===== src/rtl/vnu_pkg.sv =====
package vnu_pkg;
   localparam int GF_Q  = 4;
   localparam int SYM_W = 2;
   typedef logic [SYM_W-1:0] sym_t;
endpackage


===== src/rtl/vnu_argmin4.sv =====
module vnu_argmin4 #(
   parameter int VW = 12
) (
   input  logic [vnu_pkg::GF_Q-1:0][VW-1:0] v,
   output vnu_pkg::sym_t                    idx
);
   import vnu_pkg::*;
   sym_t lo_i, hi_i;

   always_comb begin
      lo_i = (v[1] < v[0]) ? sym_t'(1) : sym_t'(0);
      hi_i = (v[3] < v[2]) ? sym_t'(3) : sym_t'(2);
      idx  = (v[hi_i] < v[lo_i]) ? hi_i : lo_i;
   end
endmodule


===== src/rtl/vnu_cmul.sv =====
module vnu_cmul #(
   parameter int IW    = 10,
   parameter int KBITS = 2,
   parameter int K     = 3,
   localparam int OW   = IW + KBITS
) (
   input  logic [IW-1:0] v,
   output logic [OW-1:0] p
);
   logic [OW-1:0] acc [0:KBITS];
   assign acc[0] = '0;

   for (genvar i = 0; i < KBITS; i++) begin : g_bit
      if (((K >> i) & 1) == 1) begin : g_add
         assign acc[i+1] = acc[i] + (OW'(v) << i);
      end else begin : g_skip
         assign acc[i+1] = acc[i];
      end
   end

   assign p = acc[KBITS];
endmodule


===== src/rtl/vnu_edge.sv =====
module vnu_edge #(
   parameter int W           = 10,
   parameter int SW          = 12,
   parameter int ALPHA_NUM   = 3,
   parameter int ALPHA_SHIFT = 2
) (
   input  logic [vnu_pkg::GF_Q-1:0][SW-1:0] ext,
   input  logic [vnu_pkg::GF_Q-1:0][W-1:0]  prev,
   input  logic                             first,
   output logic [vnu_pkg::GF_Q-1:0][W-1:0]  res
);
   import vnu_pkg::*;
   localparam int MAXV  = (1 << W) - 1;
   localparam int OLD_K = (1 << ALPHA_SHIFT) - ALPHA_NUM;
   localparam int PW    = W + ALPHA_SHIFT;

   sym_t                   mn_i;
   logic [SW-1:0]          mn;
   logic [GF_Q-1:0][W-1:0] nv;

   vnu_argmin4 #(.VW(SW)) u_min (.v(ext), .idx(mn_i));
   assign mn = ext[mn_i];

   always_comb begin
      for (int a = 0; a < GF_Q; a++) begin
         logic [SW-1:0] d;
         d     = ext[a] - mn;
         nv[a] = (d > SW'(MAXV)) ? W'(MAXV) : W'(d);
      end
   end

   if (OLD_K == 0) begin : g_replace
      assign res = nv;
   end else begin : g_blend
      for (genvar a = 0; a < GF_Q; a++) begin : g_sym
         logic [PW-1:0] pn, po, bl;
         vnu_cmul #(.IW(W), .KBITS(ALPHA_SHIFT), .K(ALPHA_NUM)) u_new (.v(nv[a]),   .p(pn));
         vnu_cmul #(.IW(W), .KBITS(ALPHA_SHIFT), .K(OLD_K))     u_old (.v(prev[a]), .p(po));
         assign bl     = pn + po;
         assign res[a] = first ? nv[a] : W'(bl >> ALPHA_SHIFT);
      end
   end
endmodule


===== src/rtl/vnu_wmm_top.sv =====
module vnu_wmm_top #(
   parameter int DEG         = 3,
   parameter int W           = 10,
   parameter int ALPHA_NUM   = 3,
   parameter int ALPHA_SHIFT = 2
) (
   input  logic                         clk,
   input  logic                         rst_n,
   input  logic                         in_valid,
   input  logic                         first_iter,
   input  logic [vnu_pkg::GF_Q*W-1:0]     intr_llr,
   input  logic [DEG*vnu_pkg::GF_Q*W-1:0] chk_msg,
   input  logic [DEG*vnu_pkg::GF_Q*W-1:0] prev_msg,
   output logic                         out_valid,
   output logic [DEG*vnu_pkg::GF_Q*W-1:0] v2c_msg,
   output logic [vnu_pkg::SYM_W-1:0]     hard_sym
);
   import vnu_pkg::*;
   localparam int SW = W + $clog2(DEG + 1);
   localparam int VW = DEG * GF_Q * W;

   if (DEG < 2)         begin : g_chk_deg   $error("DEG must be at least 2");       end
   if (W < 2)           begin : g_chk_w     $error("W must be at least 2");         end
   if (ALPHA_SHIFT < 1) begin : g_chk_shift $error("ALPHA_SHIFT must be positive"); end
   if (ALPHA_NUM < 1 || ALPHA_NUM > (1 << ALPHA_SHIFT)) begin : g_chk_alpha
      $error("ALPHA_NUM out of range");
   end

   logic [GF_Q-1:0][W-1:0]            intr_v;
   logic [DEG-1:0][GF_Q-1:0][W-1:0]   chk_v, prev_v, res_v;
   logic [GF_Q-1:0][SW-1:0]           total;
   logic [DEG-1:0][GF_Q-1:0][SW-1:0]  ext_v;
   logic [VW-1:0]                     res_flat;
   sym_t                              hd;

   always_comb begin
      for (int a = 0; a < GF_Q; a++) begin
         intr_v[a] = intr_llr[a*W +: W];
         total[a]  = SW'(intr_v[a]);
      end
      for (int e = 0; e < DEG; e++) begin
         for (int a = 0; a < GF_Q; a++) begin
            chk_v[e][a]  = chk_msg[(e*GF_Q+a)*W +: W];
            prev_v[e][a] = prev_msg[(e*GF_Q+a)*W +: W];
            total[a]     = total[a] + SW'(chk_v[e][a]);
         end
      end
      for (int e = 0; e < DEG; e++) begin
         for (int a = 0; a < GF_Q; a++) begin
            ext_v[e][a] = total[a] - SW'(chk_v[e][a]);
         end
      end
   end

   for (genvar e = 0; e < DEG; e++) begin : g_edge
      vnu_edge #(
         .W(W), .SW(SW), .ALPHA_NUM(ALPHA_NUM), .ALPHA_SHIFT(ALPHA_SHIFT)
      ) u_edge (
         .ext(ext_v[e]), .prev(prev_v[e]), .first(first_iter), .res(res_v[e])
      );
      for (genvar a = 0; a < GF_Q; a++) begin : g_pack
         assign res_flat[(e*GF_Q+a)*W +: W] = res_v[e][a];
      end
   end

   vnu_argmin4 #(.VW(SW)) u_hd (.v(total), .idx(hd));

   always_ff @(posedge clk or negedge rst_n) begin
      if (!rst_n) begin
         out_valid <= 1'b0;
         v2c_msg   <= '0;
         hard_sym  <= '0;
      end else begin
         out_valid <= in_valid;
         if (in_valid) begin
            v2c_msg  <= res_flat;
            hard_sym <= hd;
         end
      end
   end
endmodule


===== config.mk =====
export PLATFORM = sky130hd
export DESIGN_NAME = vnu_wmm_top
export DESIGN_NICKNAME = d
export VERILOG_FILES = /design/src/rtl/vnu_pkg.sv /design/src/rtl/vnu_argmin4.sv /design/src/rtl/vnu_cmul.sv /design/src/rtl/vnu_edge.sv /design/src/rtl/vnu_wmm_top.sv
export SDC_FILE = /design/constraint.sdc
export NUM_CORES = 2
export LEC_CHECK = 0
export BUFFER_PORTS_ARGS = -buffer_cell sky130_fd_sc_hd__buf_4
export CAP_MARGIN = 15
export CORE_UTILIZATION = 55
export CTS_BUF_LIST = sky130_fd_sc_hd__clkbuf_8
export DETAILED_ROUTE_END_ITERATION = 10
export GPL_TIMING_DRIVEN = 0
export HOLD_SLACK_MARGIN = 0.06
export PLACE_DENSITY = 0.75
export SYNTH_ARGS = -nofsm -noshare
export SYNTH_HDL_FRONTEND = slang
export SYNTH_SLANG_ARGS = --single-unit

===== constraint.sdc =====
create_clock -name clk -period 1 [get_ports clk]
set_input_delay 0.2 -clock clk [delete_from_list [all_inputs] [get_ports clk]]
set_output_delay 0.2 -clock clk [all_outputs]
set_load 0.05 [all_outputs]

==> impl_metrics.py <==
metrics = {
    "place": {
        "hpwl_um": 120000,
        "place_area_um2": 42200,
        "place_congestion": 1.02,
        "port-buffer-count": 406,
    },
    "timing": {
        "finalCriticalPeriod_ps": 13210,
        "tightest_slew_ps": 1390,
        "relSlewSlack_pct": 7.09,
        "fin_skew_ps": 0,
        "fmax_mhz": 75.7,
        "rsz0062_at_grt": "true",
        "setup_ws_ps": -12210,
        "finalSetupViolations": 251,
        "min_period_over_period_pct": 1320,
        "whs_ps": 138,
        "hold_viol": 0,
        "maxSlewViolCount": 0,
    },
    "setup_path": {
        "cp-start-kind": "input port",
        "worstPathRequired_ps": 1450,
        "crit_top_cell": "a21o_1",
        "critPathArrivalTime_ps": 13670,
        "end_kind": "register",
        "critPathSlowestCell": "fa_2",
        "path_class": "in -> reg",
        "cp_max_fo": 6,
        "cp_slowest_stage_delay_ps": 600,
    },
    "cts": {
        "clockBufferDepth": 2,
        "insertion_delay_ps": 510,
        "cts_buffers": 17,
        "htree_levels": 4,
        "tritoncts": "yes",
        "clock_sinks": 123,
        "path_clk_slew_ps": 100,
        "root_buffer": "clkbuf_8",
    },
    "logic_synthesis": {
        "syn_nets": 5742,
        "ys_types": 114,
        "ys_seq_area_share_pct": 8.50,
        "synth_cells": 4776,
        "mappedNetlistArea_um2": 36200,
        "yosysTopAreaCell": "ha_1",
        "synth_edf_count": 0,
        "yosysWarnings": 0,
        "yosys.area.top_type_share_pct": 15.8,
        "ys_top_cells_by_area": "ha_1 (16%), fa_1 (12%), dfrtp_1 (8.5%)",
        "ys.flop_type": "dfrtp_1",
        "synth_seq_cells": 123,
        "syn_area_per_cell_um2": 7.58,
        "async_flop_share_pct": 100,
    },
    "layout": {
        "drive_above_1_share_pct": 32.7,
        "synthToLayoutAreaGrowth_pct": 40.0,
        "final_cell_area_um2": 50700,
        "fin_nets": 6591,
    },
    "hold_path": {
        "hp-class": "in -> reg",
    },
    "die": {
        "die_height_um": 259,
        "io_pins": 407,
        "die_w_um": 259,
        "die-area_um2": 66800,
        "rows": 93,
        "initial_core_util_pct": 55.9,
        "core_um2": 64700,
    },
    "outcome": {
        "failed_checks": "setup timing",
        "status": "finished with violations",
    },
    "grt": {
        "grtUsageTotal_pct": 43.9,
        "grt_pass1_wl_um": 224000,
        "grt_max_degree": 83,
        "grt_remaining_overflow": 0,
        "antenna_found_initial": 2,
        "grt_pass1_vias": 38000,
    },
    "detailed_routing": {
        "via_per_inst": 6.41,
        "post_drt_wl_per_cell_um": 24.3,
        "drt_first_pass_iters": 8,
        "ant_nets": 0,
        "drtIter0Drc": 4873,
        "drc": 0,
        "drt_wl_total_um": 158000,
        "route.vias.total": 41600,
    },
    "flow_run": {
        "cap_violations": 0,
    },
}
repair_timing:
item                                   CTS  global route
endpoints found under the hold margin   55             0
gates cloned                             1             0
hold buffers                             2             0
setup endpoints to repair              245           325
pin swaps                              234           359
gates resized for setup                478           473
setup buffers                          249           240
layout make-up:
cell class | instances | area (um^2)
buffer | 98 | 686
timing repair buffer | 838 | 6710
tap | 855 | 1070
clock buffer | 17 | 234
sequential | 123 | 3080
fill | 4551 | 14000
inverter | 721 | 2780
clock inverter | 15 | 190
multi-input combinational | 3826 | 35900
antenna | 1 | 2.50
cells in the mapped netlist (81+ instances only):
library cell / count
nand2_1: 282
clkbuf_1: 87
a21o_1: 200
xnor2_1: 241
xor2_1: 89
nor2b_1: 81
fa_1: 224
inv_1: 717
a21oi_1: 395
ha_1: 458
o21ai_0: 243
nor3_1: 89
dfrtp_1: 123
nor2_1: 418
worst max-delay path: cells and delay by family:
family / cells / cell delay [ps]
mux: 1 / 290
simple gates: 8 / 1890
fa+ha+maj: 14 / 4850
xor+xnor: 1 / 340
buf+inv: 15 / 1750
compound gates: 24 / 4340
metal layers:
metal,track usage [%],part of all wire [%]
met5,0,0.0070
met4,22.2,6.5
met3,6.59,11
met2,68.7,44
met1,59.0,39
cells in the final DEF, fill, tap and decap left out, drive strengths merged, types with 13 or more instances in the layout:
cell / count
buf: 859
inv: 720
ha: 458
nor2: 418
a21oi: 396
nand2: 282
o21ai: 254
xnor2: 241
fa: 224
a21o: 200
dfrtp: 123
clkbuf: 91
nor3: 90
xor2: 90
nor2b: 81
nand2b: 80
nand3: 77
a211oi: 73
a31oi: 61
o211ai: 60
o21a: 58
mux2i: 56
and2: 42
mux2: 38
or3: 36
o21bai: 35
or2: 33
and3: 32
nand4: 28
o31ai: 28
nor4: 24
maj3: 22
a211o: 21
o2111ai: 21
o31a: 20
a2111oi: 18
a31o: 14
a221oi: 13
through the flow:
step / utilization [%] / setup TNS [ps] / cells / setup WS [ps]
after floorplan: - / -1284070 / 4776 / -11300
after global placement: 65.1 / -1677870 / 6037 / -14400
after detailed placement: 65.2 / -1604390 / 6040 / -14530
after CTS: 72.8 / -1404110 / 6308 / -11920
after global routing: 78.3 / -1471990 / 6494 / -12630
final: 78.3 / -1420420 / 6494 / -12210
registers in the layout, indices dropped and copies added, names as in the netlist:
name       cells
hard_sym       2
out_valid      1
v2c_msg      120
worst paths after layout:
| kind | start | end | slack [ps] | cells past startpoint |
|---|---|---|---|---|
| worst max-delay path | chk_msg[11] | v2c_msg[109] | -12210 | 63 |
| worst min-delay path | first_iter | v2c_msg[78] | 140 | 4 |
| worst max register to register | v2c_msg[92] | v2c_msg[92] | 60 | 2 |
| worst min register to register | v2c_msg[77] | v2c_msg[77] | 490 | 1 |
| max in group asynchronous | rst_n | v2c_msg[116] | -20 | 3 |
| min in group asynchronous | rst_n | v2c_msg[35] | 160 | 2 |
logic make-up after synthesis:
logic type      after synthesis  synth area share (%)
xor+xnor                    332                  8.09
flops                       123                  8.50
mux                          94                  2.78
compound gates             1427                  26.2
fa+ha+maj                   704                  28.8
buf+inv                     827                  8.70
simple gates               1269                  16.9
Power is not shown: default switching activity piles up to over one toggle a cycle in this logic, so the estimate is an artifact.
